### src/rtl/fan_ctl_pkg.sv
package fan_ctl_pkg;
   localparam int unsigned ADDR_W   = 5;
   localparam int unsigned DRIVE_W  = 8;
   localparam int unsigned TACH_W   = 16;
   localparam int unsigned FRAC_W   = 3;
   localparam int unsigned CNT_W    = TACH_W - FRAC_W;
   localparam int unsigned NFLAG    = 3;

   localparam logic [ADDR_W-1:0] A_SETTING = 5'h00;
   localparam logic [ADDR_W-1:0] A_CFG1    = 5'h02;
   localparam logic [ADDR_W-1:0] A_CFG2    = 5'h03;
   localparam logic [ADDR_W-1:0] A_TGT_LO  = 5'h0C;
   localparam logic [ADDR_W-1:0] A_TGT_HI  = 5'h0D;
   localparam logic [ADDR_W-1:0] A_RD_LO   = 5'h0E;
   localparam logic [ADDR_W-1:0] A_RD_HI   = 5'h0F;
   localparam logic [ADDR_W-1:0] A_STATUS  = 5'h11;

   // flag index -> status bit position (stall, spin-up fail, drive fail)
   localparam int unsigned FLAG_POS [NFLAG] = '{0, 1, 5};

   typedef struct packed {
      logic       speed_mode;
      logic [2:0] period_code;
      logic [1:0] band_code;
   } ctl_t;
endpackage

### src/rtl/fan_regs.sv
module fan_regs
   import fan_ctl_pkg::*;
(
   input  logic                     clk,
   input  logic                     rst_n,
   input  logic                     wr_en,
   input  logic [ADDR_W-1:0]        addr,
   input  logic [7:0]               wdata,
   output logic [7:0]               rdata,
   input  logic [TACH_W-1:0]        tach_in,
   input  logic                     tach_stb,
   input  logic [NFLAG-1:0]         flag_set,
   output ctl_t                     ctl,
   output logic [DRIVE_W-1:0]       setting,
   output logic [CNT_W-1:0]         tgt_cnt,
   output logic [CNT_W-1:0]         rd_cnt,
   output logic [7:0]               status
);
   logic [7:0]        setting_q, cfg1_q, cfg2_q;
   logic [TACH_W-1:0] target_q, reading_q;
   logic [NFLAG-1:0]  flag_q;

   always_ff @(posedge clk or negedge rst_n) begin
      if (!rst_n) begin
         setting_q <= '0;
         cfg1_q    <= '0;
         cfg2_q    <= '0;
         target_q  <= '0;
      end else if (wr_en) begin
         case (addr)
            A_SETTING: setting_q      <= wdata;
            A_CFG1:    cfg1_q         <= wdata;
            A_CFG2:    cfg2_q         <= wdata;
            A_TGT_LO:  target_q[7:0]  <= wdata;
            A_TGT_HI:  target_q[15:8] <= wdata;
            default: ;
         endcase
      end
   end

   always_ff @(posedge clk or negedge rst_n) begin
      if (!rst_n)        reading_q <= '0;
      else if (tach_stb) reading_q <= tach_in;
   end

   generate
      for (genvar i = 0; i < NFLAG; i++) begin : g_flag
         logic clr;
         assign clr = wr_en && (addr == A_STATUS) && wdata[FLAG_POS[i]];
         always_ff @(posedge clk or negedge rst_n) begin
            if (!rst_n)           flag_q[i] <= 1'b0;
            else if (flag_set[i]) flag_q[i] <= 1'b1;
            else if (clr)         flag_q[i] <= 1'b0;
         end
      end
   endgenerate

   always_comb begin
      status = '0;
      for (int i = 0; i < NFLAG; i++) status[FLAG_POS[i]] = flag_q[i];
   end

   always_comb begin
      case (addr)
         A_SETTING: rdata = setting_q;
         A_CFG1:    rdata = cfg1_q;
         A_CFG2:    rdata = cfg2_q;
         A_TGT_LO:  rdata = target_q[7:0];
         A_TGT_HI:  rdata = target_q[15:8];
         A_RD_LO:   rdata = reading_q[7:0];
         A_RD_HI:   rdata = reading_q[15:8];
         A_STATUS:  rdata = status;
         default:   rdata = '0;
      endcase
   end

   assign ctl.speed_mode  = cfg1_q[7];
   assign ctl.period_code = cfg1_q[2:0];
   assign ctl.band_code   = cfg2_q[2:1];
   assign setting = setting_q;
   assign tgt_cnt = target_q[TACH_W-1:FRAC_W];
   assign rd_cnt  = reading_q[TACH_W-1:FRAC_W];
endmodule

### src/rtl/fan_timer.sv
module fan_timer #(
   parameter int unsigned PERIOD_BASE = 4
) (
   input  logic       clk,
   input  logic       rst_n,
   input  logic [2:0] code,
   output logic       tick
);
   localparam int unsigned MAXP = PERIOD_BASE << 7;
   localparam int unsigned CW   = $clog2(MAXP + 1);

   logic [CW-1:0] cnt_q, limit;

   assign limit = CW'(PERIOD_BASE) << code;
   assign tick  = (cnt_q >= limit - CW'(1));

   always_ff @(posedge clk or negedge rst_n) begin
      if (!rst_n)    cnt_q <= '0;
      else if (tick) cnt_q <= '0;
      else           cnt_q <= cnt_q + CW'(1);
   end
endmodule

### src/rtl/fan_servo.sv
module fan_servo
   import fan_ctl_pkg::*;
#(
   parameter int unsigned BAND_STEP = 4
) (
   input  logic               clk,
   input  logic               rst_n,
   input  ctl_t               ctl,
   input  logic [DRIVE_W-1:0] setting,
   input  logic [CNT_W-1:0]   tgt_cnt,
   input  logic [CNT_W-1:0]   rd_cnt,
   input  logic               tick,
   output logic [DRIVE_W-1:0] drive,
   output logic               fan_off,
   output logic [NFLAG-1:0]   flag_set
);
   localparam int unsigned EW = CNT_W + 2;
   localparam logic [DRIVE_W-1:0] DMAX = '1;

   logic [DRIVE_W-1:0] drive_q;
   logic [EW-1:0]      band, tgt_e, rd_e;
   logic               too_slow, too_fast, stalled, active;
   logic               first_q, maxhold_q;

   assign band     = EW'(ctl.band_code) * EW'(BAND_STEP);
   assign tgt_e    = EW'(tgt_cnt);
   assign rd_e     = EW'(rd_cnt);
   assign too_slow = rd_e > tgt_e + band;
   assign too_fast = rd_e + band < tgt_e;
   assign stalled  = (rd_cnt[CNT_W-1:CNT_W-8] == 8'hFF);
   assign fan_off  = ctl.speed_mode ? (tgt_cnt[CNT_W-1:CNT_W-8] == 8'hFF)
                                    : (setting == '0);
   assign active   = ctl.speed_mode && !fan_off && tick;

   always_ff @(posedge clk or negedge rst_n) begin
      if (!rst_n)                drive_q <= '0;
      else if (fan_off)          drive_q <= '0;
      else if (!ctl.speed_mode)  drive_q <= setting;
      else if (tick) begin
         if (too_slow && drive_q != DMAX)     drive_q <= drive_q + 1'b1;
         else if (too_fast && drive_q != '0)  drive_q <= drive_q - 1'b1;
      end
   end

   always_ff @(posedge clk or negedge rst_n) begin
      if (!rst_n)                         first_q <= 1'b1;
      else if (fan_off || !ctl.speed_mode) first_q <= 1'b1;
      else if (tick)                      first_q <= 1'b0;
   end

   always_ff @(posedge clk or negedge rst_n) begin
      if (!rst_n)                                          maxhold_q <= 1'b0;
      else if (fan_off || !ctl.speed_mode || drive_q != DMAX) maxhold_q <= 1'b0;
      else if (tick)                                       maxhold_q <= 1'b1;
   end

   assign flag_set[0] = active && stalled && !first_q;
   assign flag_set[1] = active && stalled && first_q;
   assign flag_set[2] = active && maxhold_q && (drive_q == DMAX) && too_slow;
   assign drive = drive_q;
endmodule

### src/rtl/fan_pwm.sv
module fan_pwm #(
   parameter int unsigned PWM_W   = 8,
   parameter bit          REG_OUT = 1'b0
) (
   input  logic             clk,
   input  logic             rst_n,
   input  logic [PWM_W-1:0] duty,
   output logic             pwm
);
   logic [PWM_W-1:0] ramp_q;
   logic             raw;

   always_ff @(posedge clk or negedge rst_n) begin
      if (!rst_n) ramp_q <= '0;
      else        ramp_q <= ramp_q + 1'b1;
   end

   assign raw = (ramp_q < duty);

   generate
      if (REG_OUT) begin : g_reg
         logic pwm_q;
         always_ff @(posedge clk or negedge rst_n) begin
            if (!rst_n) pwm_q <= 1'b0;
            else        pwm_q <= raw;
         end
         assign pwm = pwm_q;
      end else begin : g_comb
         assign pwm = raw;
      end
   endgenerate
endmodule

### src/rtl/fan_loop_ctrl.sv
module fan_loop_ctrl
   import fan_ctl_pkg::*;
#(
   parameter int unsigned PERIOD_BASE = 4,
   parameter int unsigned BAND_STEP   = 4,
   parameter bit          PWM_REG_OUT = 1'b0
) (
   input  logic                clk,
   input  logic                rst_n,
   input  logic                reg_we,
   input  logic [ADDR_W-1:0]   reg_addr,
   input  logic [7:0]          reg_wdata,
   output logic [7:0]          reg_rdata,
   input  logic [TACH_W-1:0]   tach_count,
   input  logic                tach_valid,
   output logic [DRIVE_W-1:0]  drive_level,
   output logic                pwm_out
);
   generate
      if (PERIOD_BASE < 1)              $error("PERIOD_BASE must be at least 1");
      if (BAND_STEP * 3 >= (1 << CNT_W)) $error("BAND_STEP too large for count width");
   endgenerate

   ctl_t               ctl;
   logic [DRIVE_W-1:0] setting;
   logic [CNT_W-1:0]   tgt_cnt, rd_cnt;
   logic [7:0]         status;
   logic [NFLAG-1:0]   flag_set;
   logic               tick, fan_off, speed_mode;

   assign speed_mode = ctl.speed_mode;

   fan_regs u_regs (
      .clk(clk), .rst_n(rst_n), .wr_en(reg_we), .addr(reg_addr),
      .wdata(reg_wdata), .rdata(reg_rdata), .tach_in(tach_count),
      .tach_stb(tach_valid), .flag_set(flag_set), .ctl(ctl),
      .setting(setting), .tgt_cnt(tgt_cnt), .rd_cnt(rd_cnt), .status(status)
   );

   fan_timer #(.PERIOD_BASE(PERIOD_BASE)) u_timer (
      .clk(clk), .rst_n(rst_n), .code(ctl.period_code), .tick(tick)
   );

   fan_servo #(.BAND_STEP(BAND_STEP)) u_servo (
      .clk(clk), .rst_n(rst_n), .ctl(ctl), .setting(setting),
      .tgt_cnt(tgt_cnt), .rd_cnt(rd_cnt), .tick(tick),
      .drive(drive_level), .fan_off(fan_off), .flag_set(flag_set)
   );

   fan_pwm #(.PWM_W(DRIVE_W), .REG_OUT(PWM_REG_OUT)) u_pwm (
      .clk(clk), .rst_n(rst_n), .duty(drive_level), .pwm(pwm_out)
   );
endmodule

### config.mk
export PLATFORM = sky130hd
export DESIGN_NAME = fan_loop_ctrl
export DESIGN_NICKNAME = d
export VERILOG_FILES = /design/src/rtl/fan_ctl_pkg.sv /design/src/rtl/fan_regs.sv /design/src/rtl/fan_timer.sv /design/src/rtl/fan_servo.sv /design/src/rtl/fan_pwm.sv /design/src/rtl/fan_loop_ctrl.sv
export SDC_FILE = /design/constraint.sdc
export NUM_CORES = 1
export LEC_CHECK = 0
export ABC_CLOCK_PERIOD_IN_PS = 7200
export BUFFER_PORTS_ARGS = -buffer_cell sky130_fd_sc_hd__buf_2
export CELL_PAD_IN_SITES_DETAIL_PLACEMENT = 0
export CELL_PAD_IN_SITES_GLOBAL_PLACEMENT = 1
export CORE_ASPECT_RATIO = 1.2
export CORE_UTILIZATION = 35
export CTS_CLUSTER_DIAMETER = 200
export DETAILED_ROUTE_END_ITERATION = 12
export PLACE_DENSITY_LB_ADDON = 0.1
export REMOVE_ABC_BUFFERS = 1
export SLEW_MARGIN = 20
export SYNTH_ARGS = -nofsm -noshare
export SYNTH_HDL_FRONTEND = slang
export SYNTH_SLANG_ARGS = --single-unit
### constraint.sdc
create_clock -name clk -period 7.2 [get_ports clk]
set_input_delay 1.8 -clock clk [delete_from_list [all_inputs] [get_ports clk]]
set_output_delay 1.8 -clock clk [all_outputs]
set_load 0.05 [all_outputs]
==> results of run 1 <==
-- logic make-up (layout without fill, tap and decap cells) --
logic type | after synthesis | after routing
fa+ha+maj | 56 | 56
compound gates | 109 | 109
buf+inv | 53 | 101
mux | 57 | 57
simple gates | 160 | 160
flops | 87 | 87
xor+xnor | 40 | 40
other cells | 1 | 1
-- stage by stage --
stage / hold WS [ns] / utilization, %
finish: 0.4825 / 40.98
global route: 0.5029 / 40.98
CTS: 0.4867 / 40.98
detailed placement: 0.4681 / 39.03
global placement: 0.4667 / 39.01
floorplan: 0.4379 / -
-- power breakdown --
group          switching [mW]  total [mW]  internal [mW]
Clock                   0.204       0.486          0.282
Sequential              0.146       0.734          0.588
Combinational           0.490       0.839          0.349
Total                   0.840        2.06           1.22
-- how the worst min path moves through the flow --
stage                                         to                    startpoint  slack (ns)  cells past startpoint
floorplan           u_regs.status[5]$_DFFE_PN0P_  u_regs.status[5]$_DFFE_PN0P_        0.44                      2
global placement       u_pwm.ramp_q[7]$_DFF_PN0_     u_pwm.ramp_q[7]$_DFF_PN0_        0.47                      1
detailed placement  u_regs.status[5]$_DFFE_PN0P_  u_regs.status[5]$_DFFE_PN0P_        0.47                      2
CTS                   u_timer.cnt_q[0]$_DFF_PN0_    u_timer.cnt_q[0]$_DFF_PN0_        0.49                      1
global route          u_timer.cnt_q[0]$_DFF_PN0_    u_timer.cnt_q[0]$_DFF_PN0_        0.50                      1
finish              u_regs.status[5]$_DFFE_PN0P_  u_regs.status[5]$_DFFE_PN0P_        0.48                      2
-- flip-flops by register name (all words and copies together) (netlist names) --
name,count
u_pwm.ramp_q,8
u_regs.cfg1_q,8
u_regs.cfg2_q,8
u_regs.reading_q,16
u_regs.setting,8
u_regs.status,3
u_regs.target_q,16
u_servo.drive,8
u_servo.first_q,1
u_servo.maxhold_q,1
u_timer.cnt_q,10
-- metal layers --
metal	routed length [um]	up-vias
li1	-	2122
met1	6919	2144
met2	7783	67
met3	396	25
met4	355	0
met5	0	-
-- area by class of cell --
class,count,area (sq um),area share [%]
Multi-Input combinational cell,423,3328,51.52
Sequential cell,87,2178,33.72
Tap cell,208,260.3,4.029
Timing Repair Buffer,50,255.2,3.951
Clock buffer,11,242.7,3.758
Inverter,35,131.4,2.034
Clock inverter,5,63.81,0.9878
-- worst min-delay path, stage by stage, from the launching register on --
cell and delay, ns:
sky130_fd_sc_hd__dfrtp_1 0.35, sky130_fd_sc_hd__nand2_1 0.05, sky130_fd_sc_hd__nand2_1 0.05
-- placed cells by master (no fill, tap or decap), drive strengths merged, types with 3 or more instances in the layout --
cell    netlist  routed
nand3        25      25
xor2         12      12
nand2        48      48
nor2         34      34
buf           5      50
fa            3       3
o21bai        3       3
inv          34      36
nor4          6       6
a31oi         3       3
xnor2        28      28
o211ai        5       5
or3           4       4
a22oi         7       7
mux2i         9       9
clkbuf       13      11
a32o          3       3
mux2         43      43
ha           53      53
dfrtp        86      86
and4          5       5
a211oi        3       3
a21o         10      10
nor3         10      10
and3          7       7
nand4        11      11
a21oi        26      26
o31ai         3       3
mux4          5       5
o21ai        33      33
==> reports/qor.txt, run 1 <==
CLOCK NETWORK
--------------------------------------------------------------------------------
Clock tree sinks ..................................................           87
TritonCTS clock tree ..............................................          yes
CTS clock-pin slew for the worst setup and hold paths .............      0.07 ns
Number of hold-repair buffers added at the cts stage ..............            0
Buffer depth of the longest clock path ............................            2
Later-pin clock latency in the skew report ........................      0.35 ns
Number of clock buffers inserted by TritonCTS .....................            9
Post-cts sizing count .............................................            0
Clock root cell ................................................... sky130_fd_sc_hd__clkbuf_16
Number of post-CTS setup repair buffers ...........................            0
H-tree levels .....................................................            3

SYNTH
--------------------------------------------------------------------------------
Count leader, synth ............................................... sky130_fd_sc_hd__dfrtp_1
Cells taking the most area after synthesis ........................ sky130_fd_sc_hd__dfrtp_1, sky130_fd_sc_hd__ha_1, sky130_fd_sc_hd__mux2_2
Cell Area, Synth .................................................. 0.005704 sq mm
Number of enable flip-flop cells after synthesis ..................            0
Primary FF master, synth .......................................... sky130_fd_sc_hd__dfrtp_1
Async set-reset flop share out of synthesis .......................       100.0%
Netlist cell types ................................................           63
Share of the yosys chip area belonging to registers ...............       38.19%
Proportion of netlist area held by the largest area contributor ...       37.73%
Fraction of the mapped netlist area in adder cells ................       12.68%
Compound-gate portion of the synthesized area .....................       13.23%
Synthesized netlist cell count ....................................          563
Number of synthesis warnings ......................................            0
XOR/XNOR Fraction of Synth Area ...................................       6.142%
Simple-gate share of the synthesized area .........................       14.13%
Mean instance size in the synthesized netlist .....................  10.13 sq um
#FFs+latches synth ................................................           87
Top cell types by occurrence after synthesis ...................... sky130_fd_sc_hd__dfrtp_1, sky130_fd_sc_hd__ha_1, sky130_fd_sc_hd__nand2_1
Main combinational cell family by area after synthesis ............ simple AND/OR/NAND/NOR gates
Cell taking the most area after synthesis ......................... sky130_fd_sc_hd__dfrtp_1
Portion of netlist area occupied by mux cells .....................       12.04%

DRT
--------------------------------------------------------------------------------
Number of DRC markers after the initial detailed-route iteration ..          374
Final wirelength ..................................................     15.45 mm
Routed vias/inst ..................................................        5.321
TritonRoute pass-1 iters ..........................................            5
DRC violation count after routing .................................            0
Overall via count from detail_route ...............................        4,358
Count of antenna-violating nets left after detailed routing .......            0
Average routed wire per standard cell .............................     18.87 um

SETUP PATH
--------------------------------------------------------------------------------
Total buffers and inverters traversed by the critical path ........            2
Type of the worst setup path ...................................... input pin to output port
Kind of start point of the critical path ..........................    input pin
Top Family by Delay on Critical Path .............................. simple AND/OR/NAND/NOR gates
Crit path largest cell delay ......................................      0.57 ns
Worst flop-to-flop path endpoint .................................. u_servo.drive[7]$_DFFE_PN0P_
Startpoint of the lowest-slack register-to-register path .......... u_regs.cfg2_q[2]$_DFFE_PN0P_
Cell Chain, Critical Path ......................................... buf_2, nand2_1, nor2_1, a22oi_1, o22ai_1, a221oi_1, nand2_1, buf_2
Signal arrival time at the worst endpoint .........................      3.37 ns
Worst r2r path cells ..............................................           19
Setup slack of the most critical reg-to-reg path ..................      2.06 ns
Critical Path Source ..............................................  reg_addr[2]
Highest-delay cell along the critical path ........................ sky130_fd_sc_hd__nor2_1
Critical Path RT ..................................................      5.40 ns
Worst setup endpoint .............................................. reg_rdata[0]
Worst setup EP type ...............................................  output port
Largest fanout on the critical path ...............................           10
Number of logic stages on the critical path including buffering ...            8

TIMING
--------------------------------------------------------------------------------
Share of the clock period used by the worst path ..................       71.84%
Normalized max-slew margin ........................................       49.63%
Tightest Pin Transition ...........................................    0.7528 ns
Final Setup Violations ............................................            0
Sum Neg Setup Slack ...............................................         0 ns
Unrepaired setup endpoints after global routing ...................           no
Clock tree skew after final layout ................................  0.007243 ns
Setup slack after layout ..........................................     2.027 ns
Final Hold Vio Count ..............................................            0
FMAX ..............................................................    193.3 MHz
Time the final worst path needs with I/O delays and setup .........     5.173 ns
Pins over their slew limit ........................................            0

FLOORPLAN
--------------------------------------------------------------------------------
Total Die Area .................................................... 0.01681 sq mm
Floorplan die width ...............................................     118.5 um
Core outline area ................................................. 0.01577 sq mm
Placement Rows ....................................................           50
Height of the die .................................................     141.8 um
Starting density of the core ......................................       36.18%
Number of placed I/O pins .........................................           50

RUN STATUS
--------------------------------------------------------------------------------
Run status ........................................................ finished clean

GLOBAL ROUTING
--------------------------------------------------------------------------------
Most used routing layer ...........................................         met2
Pin count of the biggest net entering global routing ..............           54
Number of antenna violations at the first check in global routing .            0
Grt met3 use ......................................................       2.211%
All-layer global routing usage ....................................       19.84%
Global-route congestion overflow total ............................            0
Global-route wire length before repair ............................     25.28 mm
Met2 Track Usage GR ...............................................       34.41%
Via count of the first global-routing pass ........................        4,451
Met1 layer usage reported by global route .........................       25.49%

PLACE
--------------------------------------------------------------------------------
Post-Place Cell Area .............................................. 0.006153 sq mm
Placed instance count .............................................          803
IO buf count ......................................................           49
Worst setup slack after placement .................................     2.019 ns
Global placer's final weighted congestion .........................       0.8277
HPWL after DPL ....................................................     11.97 mm

LAYOUT
--------------------------------------------------------------------------------
ANT cells .........................................................            0
Layout cells sized above 1 ........................................       18.33%
Nets ..............................................................          695
Post-route cell area .............................................. 0.006460 sq mm
Layout fillers ....................................................        1,603
Number of cells in the finished layout apart from fillers .........          819
Synth-to-Final Area Change ........................................       13.25%

POWER AND IR DROP
--------------------------------------------------------------------------------
P_leak ............................................................     3.006 nW
Worst vdd ir ......................................................    0.1139 mV
Power density of the placed cells ................................. 318.7 mW/mm^2
Post-layout power .................................................     2.059 mW

HOLD PATH
--------------------------------------------------------------------------------
Min-delay worst type .............................................. flip-flop to flip-flop

JOB
--------------------------------------------------------------------------------
Max_cap viols .....................................................            0

(Power assumes the default switching activity.)
==> run 2, diff against run 1 <==
--- a/config.mk
+++ b/config.mk
@@ -5,7 +5,8 @@
 export SDC_FILE = /design/constraint.sdc
 export NUM_CORES = 1
 export LEC_CHECK = 0
-export ABC_CLOCK_PERIOD_IN_PS = 7200
+export ABC_AREA = 1
+export ABC_CLOCK_PERIOD_IN_PS = 4700
 export BUFFER_PORTS_ARGS = -buffer_cell sky130_fd_sc_hd__buf_2
 export CELL_PAD_IN_SITES_DETAIL_PLACEMENT = 0
 export CELL_PAD_IN_SITES_GLOBAL_PLACEMENT = 1
==> constraint.sdc (replaced) <==
create_clock -name clk -period 4.7 [get_ports clk]
set_input_delay 1.175 -clock clk [delete_from_list [all_inputs] [get_ports clk]]
set_output_delay 1.175 -clock clk [all_outputs]
set_load 0.05 [all_outputs]
==> run 2 against run 1 <==
Worst hold slack got worse by 0.020 ns. Clock power grew 87%. Wire length up 4.9%. Combinational power grew 44%. Largest cell class unchanged. Count of clock-buffer cells in the layout stayed put. Die area is 1.0% lower. Final cell count up 18%. Clock skew barely moved. Utilization grew 0.68 points. Critical path type is now flip-flop to flip-flop. Area after synthesis shrank 1.1%.
==> reports/qor.txt, run 2 <==
RUN STATUS
--------------------------------------------------------------------------------
Run status ........................................................ finished clean

FLOORPLAN
--------------------------------------------------------------------------------
Floorplan die width ...............................................     117.9 um   -0.52%
Number of placed I/O pins .........................................           50   unchanged
Height of the die .................................................     141.1 um   -0.52%
Core outline area ................................................. 0.01570 sq mm   -0.40%
Starting density of the core ......................................       35.94%   -0.24 points
Placement Rows ....................................................           50   unchanged
Total Die Area .................................................... 0.01664 sq mm   -1.0%

SYNTH
--------------------------------------------------------------------------------
Share of the yosys chip area belonging to registers ...............       38.59%   +0.41 points
Netlist cell types ................................................           46   -27%
Number of enable flip-flop cells after synthesis ..................            0   unchanged
#FFs+latches synth ................................................           87   unchanged
Cells taking the most area after synthesis ........................ sky130_fd_sc_hd__dfrtp_1, sky130_fd_sc_hd__ha_1, sky130_fd_sc_hd__nand2_1
Proportion of netlist area held by the largest area contributor ...       38.13%   +0.40 points
Cell taking the most area after synthesis ......................... sky130_fd_sc_hd__dfrtp_1
Number of synthesis warnings ......................................            0   unchanged
Mean instance size in the synthesized netlist .....................  8.063 sq um   -20%
Primary FF master, synth .......................................... sky130_fd_sc_hd__dfrtp_1
Top cell types by occurrence after synthesis ...................... sky130_fd_sc_hd__nand2_1, sky130_fd_sc_hd__dfrtp_1, sky130_fd_sc_hd__inv_1
Count leader, synth ............................................... sky130_fd_sc_hd__nand2_1
Async set-reset flop share out of synthesis .......................       100.0%   unchanged
Synthesized netlist cell count ....................................          700   +24%
Cell Area, Synth .................................................. 0.005644 sq mm   -1.1%

LAYOUT
--------------------------------------------------------------------------------
Post-Route Utilization ............................................       41.66%   +0.68 points
Highest-count cells in the layout ignoring fill and taps .......... sky130_fd_sc_hd__nand2_1, sky130_fd_sc_hd__inv_1, sky130_fd_sc_hd__dfrtp_1
Nets ..............................................................          843   +21%
Synth-to-Final Area Change ........................................       15.89%
Commonest non-fill, non-tap cell in the layout .................... sky130_fd_sc_hd__nand2_1
ANT cells .........................................................            0   unchanged
Sequential cell area .............................................. 0.002178 sq mm   unchanged
Multi-input combinational cell area ............................... 0.003073 sq mm   -7.7%
Largest registers ................................................. u_regs.reading_q x16, u_regs.target_q x16, u_timer.cnt_q x10
Layout fillers ....................................................        1,642   +2.4%
Layout cells sized above 1 ........................................       13.18%   -5.2 points

PLACE
--------------------------------------------------------------------------------
HPWL after DPL ....................................................     12.67 mm   +5.9%
IO buf count ......................................................           49   unchanged
Global placer's final weighted congestion .........................       0.8667   +4.7%
Worst setup slack after placement .................................    0.4769 ns   -1.542 ns

POWER AND IR DROP
--------------------------------------------------------------------------------
P_int .............................................................     1.896 mW   +56%
Power share of the clock group ....................................        28.8%   +5.2 points
Worst vdd ir ......................................................    0.1836 mV   +61%
Psw ...............................................................     1.267 mW   +51%
Power density of the placed cells ................................. 483.6 mW/mm^2   +52%
P_leak ............................................................     3.240 nW   +7.8%
Power share of the combinational group ............................        38.2%   -2.6 points
Sw Share ..........................................................       40.06%   -0.73 points
Proportion of power drawn by flip-flops and latches ...............        32.9%   -2.8 points

DRT
--------------------------------------------------------------------------------
DRC violation count after routing .................................            0   unchanged
Overall via count from detail_route ...............................        4,922   +13%
Count of antenna-violating nets left after detailed routing .......            0   unchanged
Routed vias/inst ..................................................        5.090   -4.3%
Top routing layer used ............................................         met4
Number of DRC markers after the initial detailed-route iteration ..          235   -37%
Detailed route wirelength on metal2 ...............................     7.884 mm   +1.3%
Final wirelength ..................................................     16.22 mm   +4.9%
Routed metal-1 wire length ........................................     7.562 mm   +9.3%
Average routed wire per standard cell .............................     16.77 um   -11%
Routed wl met3 ....................................................       506 um   +28%
TritonRoute pass-1 iters ..........................................            5   unchanged

CLOCK NETWORK
--------------------------------------------------------------------------------
TritonCTS clock tree ..............................................          yes
Clock root cell ................................................... sky130_fd_sc_hd__clkbuf_16
Clock tree sinks ..................................................           87   unchanged
CTS clock-pin slew for the worst setup and hold paths .............      0.07 ns   about the same
Later-pin clock latency in the skew report ........................      0.35 ns   about the same
Number of hold-repair buffers added at the cts stage ..............            0   unchanged
Post-cts sizing count .............................................            0   unchanged
Number of clock buffers inserted by TritonCTS .....................            9   unchanged
Number of post-CTS setup repair buffers ...........................            0   unchanged
H-tree levels .....................................................            3   unchanged
Buffer depth of the longest clock path ............................            2   unchanged

HOLD PATH
--------------------------------------------------------------------------------
Min-delay worst type .............................................. flip-flop to flip-flop

TIMING
--------------------------------------------------------------------------------
Time the final worst path needs with I/O delays and setup .........     4.186 ns
Tightest Pin Transition ...........................................    0.5728 ns   -0.1800 ns
Share of the clock period used by the worst path ..................       89.07%
Setup slack after layout ..........................................    0.5139 ns   -1.513 ns
FMAX ..............................................................    238.9 MHz
Final Hold Vio Count ..............................................            0   unchanged
Pins over their slew limit ........................................            0   unchanged
Sum Neg Setup Slack ...............................................         0 ns   unchanged
Normalized max-slew margin ........................................       61.72%   +12 points
Unrepaired setup endpoints after global routing ...................           no
Final Setup Violations ............................................            0   unchanged
Clock tree skew after final layout ................................  0.006825 ns   -0.0004184 ns

SETUP PATH
--------------------------------------------------------------------------------
Type of the worst setup path ...................................... flip-flop to flip-flop
Kind of start point of the critical path ..........................    flip-flop
Worst setup EP type ...............................................    flip-flop
Largest fanout on the critical path ...............................           11   +1
Critical Path RT ..................................................      4.97 ns   -0.43 ns
Signal arrival time at the worst endpoint .........................      4.45 ns   +1.08 ns

GLOBAL ROUTING
--------------------------------------------------------------------------------
All-layer global routing usage ....................................       20.52%   +0.68 points
Number of antenna violations at the first check in global routing .            0   unchanged
Pin count of the biggest net entering global routing ..............           74   +37%
Global-route congestion overflow total ............................            0   unchanged
Via count of the first global-routing pass ........................        4,912   +10%
Global-route wire length before repair ............................     26.24 mm   +3.8%

JOB
--------------------------------------------------------------------------------
Max_cap viols .....................................................            0   unchanged

[run 2: power groups by stage]
| stage | registers (mW) | clock network (mW) | logic (mW) |
|---|---|---|---|
| floorplan | 1.12 | 0 | 0.798 |
| global placement | 1.05 | 0 | 1.20 |
| detailed placement | 1.06 | 0 | 1.22 |
| CTS | 1.04 | 0.929 | 1.22 |
| global route | 1.06 | 0.950 | 1.38 |
| finish | 1.04 | 0.911 | 1.21 |
[run 2: path summary, 6_finish.rpt]
| path | from | end | slack, ns | cells after the start |
|---|---|---|---|---|
| worst max-delay path | u_regs.cfg2_q[1]$_DFFE_PN0P_ | u_servo.drive[6]$_DFFE_PN0P_ | 0.51 | 26 |
| worst max register to register | u_regs.cfg2_q[1]$_DFFE_PN0P_ | u_servo.drive[6]$_DFFE_PN0P_ | 0.51 | 26 |
| worst min-delay path | u_pwm.ramp_q[0]$_DFF_PN0_ | u_pwm.ramp_q[0]$_DFF_PN0_ | 0.46 | 1 |
| worst min register to register | u_pwm.ramp_q[0]$_DFF_PN0_ | u_pwm.ramp_q[0]$_DFF_PN0_ | 0.46 | 1 |
| min in group asynchronous | rst_n | u_regs.reading_q[8]$_DFFE_PN0P_ | 0.72 | 1 |
| max in group asynchronous | rst_n | u_timer.cnt_q[5]$_DFF_PN0_ | 3.07 | 3 |
[run 2: final cells by class]
cell class                      instances  area share, %
Timing Repair Buffer                   53          4.552
Clock buffer                           11          3.711
Inverter                               96          5.509
Sequential cell                        87          33.30
Clock inverter                          5          1.970
Tap cell                              208          3.979
Multi-Input combinational cell        507          46.98
[run 2: cell families (layout without fill, tap and decap cells)]
kind of cell             after synthesis  count (layout)  share of synthesized area (%)
AND/OR/NAND/NOR                      273             273                          21.46
AO/OA/AOI/OAI                        147             147                          15.19
buffers and inverters                106             165                          7.049
flip-flops                            87              87                          38.59
adder cells (fa/ha/maj)               56              56                          12.81
XOR/XNOR                              26              26                          4.035
multiplexers                           4               4                         0.7980
other                                  1               1                        0.06644
[run 2: layer usage]
layer / vias to the layer above / GRT usage, %
met3: 19 / 2.184
li1: 2458 / -
met5: - / 0
met4: 0 / 6.883
met2: 98 / 35.11
met1: 2347 / 26.95
[run 2: stage by stage]
step | instances | hold slack [ns] | cell area [sq um] | power, mW
6_report | 967 | 0.4630 | 6541 | 3.163
2_1_floorplan | 690 | 0.4329 | 5607 | 1.921
3_3_place_gp | 950 | 0.4638 | 6137 | 2.256
3_5_place_dp | 950 | 0.4576 | 6137 | 2.275
5_1_grt | 967 | 0.4771 | 6541 | 3.392
4_1_cts | 966 | 0.4678 | 6509 | 3.197
[run 2: worst max-delay path, stage by stage, from the launching register on]
cell and delay (ns):
sky130_fd_sc_hd__dfrtp_1 0.40, sky130_fd_sc_hd__ha_1 0.20, sky130_fd_sc_hd__inv_1 0.06, sky130_fd_sc_hd__fa_1 0.38, sky130_fd_sc_hd__or2_1 0.27, sky130_fd_sc_hd__nor2_1 0.13
sky130_fd_sc_hd__inv_1 0.10, sky130_fd_sc_hd__o21ai_0 0.13, sky130_fd_sc_hd__o21ai_0 0.12, sky130_fd_sc_hd__ha_1 0.31, sky130_fd_sc_hd__nand2_1 0.06, sky130_fd_sc_hd__nor3_2 0.19
sky130_fd_sc_hd__nand2_2 0.07, sky130_fd_sc_hd__inv_2 0.08, sky130_fd_sc_hd__nand2_2 0.07, sky130_fd_sc_hd__nand2_4 0.08, sky130_fd_sc_hd__nand3_4 0.15, sky130_fd_sc_hd__ha_1 0.39
sky130_fd_sc_hd__a21oi_1 0.14, sky130_fd_sc_hd__nand2_1 0.09, sky130_fd_sc_hd__a21oi_1 0.17, sky130_fd_sc_hd__nor2_1 0.06, sky130_fd_sc_hd__nor2_1 0.12, sky130_fd_sc_hd__nand2_1 0.07
sky130_fd_sc_hd__nand2_1 0.06, sky130_fd_sc_hd__o22ai_1 0.07, sky130_fd_sc_hd__o22ai_1 0.13
==> run 3, diff against run 2 <==
--- a/config.mk
+++ b/config.mk
@@ -11,9 +11,11 @@
 export CELL_PAD_IN_SITES_DETAIL_PLACEMENT = 0
 export CELL_PAD_IN_SITES_GLOBAL_PLACEMENT = 1
 export CORE_ASPECT_RATIO = 1.2
+export CORE_MARGIN = 2
 export CORE_UTILIZATION = 35
 export CTS_CLUSTER_DIAMETER = 200
 export DETAILED_ROUTE_END_ITERATION = 12
+export GPL_ROUTABILITY_DRIVEN = 0
 export PLACE_DENSITY_LB_ADDON = 0.1
 export REMOVE_ABC_BUFFERS = 1
 export SLEW_MARGIN = 20
==> constraint.sdc (replaced) <==
create_clock -name clk -period 4.7 [get_ports clk]
set_input_delay 0.47 -clock clk [delete_from_list [all_inputs] [get_ports clk]]
set_output_delay 0.47 -clock clk [all_outputs]
set_load 0.05 [all_outputs]
==> run 3 against run 2 <==
Largest power group unchanged. Non-clock buffer count fell by 3. Worst hold slack lost 0.38 ns. Final cell count shrank 0.31%. Count of clock-buffer cells in the layout did not move.
==> reports/qor.txt, run 3 (synthesis gave the netlist of run 2 again) <==
SETUP PATH
--------------------------------------------------------------------------------
Worst setup EP type ...............................................    flip-flop
Cell repeated most along the worst path ........................... sky130_fd_sc_hd__nand2_1
Top Family by Delay on Critical Path .............................. simple AND/OR/NAND/NOR gates
Worst flop-to-flop path endpoint .................................. u_servo.drive[7]$_DFFE_PN0P_
Total buffers and inverters traversed by the critical path ........            3   unchanged
Startpoint of the lowest-slack register-to-register path .......... u_regs.cfg2_q[1]$_DFFE_PN0P_
Kind of start point of the critical path ..........................    flip-flop
Highest-delay cell along the critical path ........................ sky130_fd_sc_hd__dfrtp_1
Worst r2r path cells ..............................................           27   +3.8%
Crit path largest cell delay ......................................      0.40 ns   about the same
Largest fanout on the critical path ...............................           11   unchanged
Type of the worst setup path ...................................... flip-flop to flip-flop
Critical Path RT ..................................................      4.93 ns   -0.04 ns
Signal arrival time at the worst endpoint .........................      4.47 ns   +0.02 ns
Setup slack of the most critical reg-to-reg path ..................      0.46 ns   -0.05 ns

FLOORPLAN
--------------------------------------------------------------------------------
Core outline area ................................................. 0.01570 sq mm   unchanged
Height of the die .................................................     143.1 um   +1.4%
Total Die Area .................................................... 0.01716 sq mm   +3.1%
Floorplan die width ...............................................     119.9 um   +1.7%
Placement Rows ....................................................           50   unchanged
Starting density of the core ......................................       35.94%   unchanged
Number of placed I/O pins .........................................           50   unchanged

DRT
--------------------------------------------------------------------------------
Count of antenna-violating nets left after detailed routing .......            0   unchanged
Number of DRC markers after the initial detailed-route iteration ..          252   +7.2%
DRC violation count after routing .................................            0   unchanged
Final wirelength ..................................................     15.82 mm   -2.5%
Overall via count from detail_route ...............................        4,867   -1.1%
Average routed wire per standard cell .............................     16.41 um   -2.2%
TritonRoute pass-1 iters ..........................................            5   unchanged
Routed vias/inst ..................................................        5.049   -0.81%

GLOBAL ROUTING
--------------------------------------------------------------------------------
Number of antenna violations at the first check in global routing .            0   unchanged
Pin count of the biggest net entering global routing ..............           51   -31%
Global-route wire length before repair ............................     25.98 mm   -1.0%
Via count of the first global-routing pass ........................        4,855   -1.2%
All-layer global routing usage ....................................       19.65%   -0.87 points
Global-route congestion overflow total ............................            0   unchanged

PLACE
--------------------------------------------------------------------------------
IO buf count ......................................................           49   unchanged
HPWL after DPL ....................................................     12.36 mm   -2.4%
Placed instance count .............................................          948   -0.21%

POWER AND IR DROP
--------------------------------------------------------------------------------
Worst vdd ir ......................................................    0.1920 mV   +4.5%
P_leak ............................................................     3.186 nW   -1.7%
Power density of the placed cells ................................. 465.0 mW/mm^2   -3.8%

CLOCK NETWORK
--------------------------------------------------------------------------------
TritonCTS clock tree ..............................................          yes
Buffer depth of the longest clock path ............................            2   unchanged
Post-cts sizing count .............................................            0   unchanged
H-tree levels .....................................................            3   unchanged
Number of hold-repair buffers added at the cts stage ..............            0   unchanged
Number of clock buffers inserted by TritonCTS .....................            9   unchanged
Clock tree sinks ..................................................           87   unchanged
Number of post-CTS setup repair buffers ...........................            0   unchanged
Later-pin clock latency in the skew report ........................      0.35 ns   about the same
Clock root cell ................................................... sky130_fd_sc_hd__clkbuf_16
CTS clock-pin slew for the worst setup and hold paths .............      0.07 ns   about the same

TIMING
--------------------------------------------------------------------------------
Unrepaired setup endpoints after global routing ...................           no
Final Setup Violations ............................................            0   unchanged
Clock tree skew after final layout ................................   0.01355 ns   +0.006721 ns
FMAX ..............................................................    235.8 MHz   -1.3%
Tightest Pin Transition ...........................................    0.6555 ns   +0.08272 ns
Time the final worst path needs with I/O delays and setup .........     4.240 ns   +0.05421 ns
Final Hold Vio Count ..............................................            0   unchanged
Sum Neg Setup Slack ...............................................         0 ns   unchanged
Normalized max-slew margin ........................................       56.30%   -5.4 points
Share of the clock period used by the worst path ..................       90.22%   +1.2 points
Pins over their slew limit ........................................            0   unchanged

LAYOUT
--------------------------------------------------------------------------------
ANT cells .........................................................            0   unchanged
Layout cells sized above 1 ........................................       12.70%   -0.48 points
Commonest non-fill, non-tap cell in the layout .................... sky130_fd_sc_hd__nand2_1
Highest-count cells in the layout ignoring fill and taps .......... sky130_fd_sc_hd__nand2_1, sky130_fd_sc_hd__inv_1, sky130_fd_sc_hd__dfrtp_1
Largest registers ................................................. u_regs.reading_q x16, u_regs.target_q x16, u_timer.cnt_q x10
Number of cells in the finished layout apart from fillers .........          964   -0.31%
Nets ..............................................................          840   -0.36%
Synth-to-Final Area Change ........................................       13.79%

RUN STATUS
--------------------------------------------------------------------------------
Run status ........................................................ finished clean

JOB
--------------------------------------------------------------------------------
Max_cap viols .....................................................            0   unchanged

HOLD PATH
--------------------------------------------------------------------------------
Min-delay worst type .............................................. input pin to asynchronous set/reset pin

==> run 3: report_power, final <==
group	leakage [nW]	total, mW	internal [mW]	switching (mW)
sequential	1.11	1.04	0.889	0.150
clock	0.150	0.743	0.428	0.314
combinational	1.93	1.20	0.416	0.789
==> run 3: worst max path at each step <==
stage               slack, ns  cells past startpoint                            to                         start
floorplan                0.95                     25  u_servo.drive[6]$_DFFE_PN0P_  u_regs.cfg2_q[1]$_DFFE_PN0P_
global placement         0.61                     25  u_servo.drive[7]$_DFFE_PN0P_  u_regs.cfg2_q[1]$_DFFE_PN0P_
detailed placement       0.51                     25  u_servo.drive[7]$_DFFE_PN0P_  u_regs.cfg2_q[1]$_DFFE_PN0P_
CTS                      0.45                     25  u_servo.drive[7]$_DFFE_PN0P_  u_regs.cfg2_q[1]$_DFFE_PN0P_
global route             0.02                     23  u_servo.drive[5]$_DFFE_PN0P_  u_regs.cfg2_q[1]$_DFFE_PN0P_
finish                   0.46                     27  u_servo.drive[7]$_DFFE_PN0P_  u_regs.cfg2_q[1]$_DFFE_PN0P_
==> run 3: area by class of cell <==
type	count	area [sq um]
Sequential cell	87	2178
Timing Repair Buffer	50	255.2
Inverter	96	360.3
Fill cell	1629	9280
Multi-Input combinational cell	507	3068
Clock buffer	11	242.7
Tap cell	208	260.3
Clock inverter	5	57.56
==> run 3: metal layers <==
| metal | global-route usage, % | part of all wire (%) | wire, um |
|---|---|---|---|
| met3 | 3.115 | 4.3 | 682 |
| met4 | 5.015 | 1.4 | 221 |
| met2 | 33.04 | 48 | 7579 |
| met5 | 0 | 0 | 0 |
| met1 | 26.34 | 46 | 7333 |
==> run 3: metrics by stage <==
stage / power, mW / util, % / setup slack (ns) / area [sq um] / hold slack [ns]
finish: 2.987 / 40.90 / 0.4597 / 6422 / 0.08157
global placement: 2.244 / 38.99 / 0.6053 / 6122 / 0.4609
global route: 3.246 / 40.90 / 0.01996 / 6422 / 0.1243
floorplan: 1.921 / - / 0.9502 / 5607 / 0.1744
CTS: 3.024 / 40.90 / 0.4520 / 6422 / 0.1159
detailed placement: 2.265 / 38.99 / 0.5102 / 6122 / 0.4671
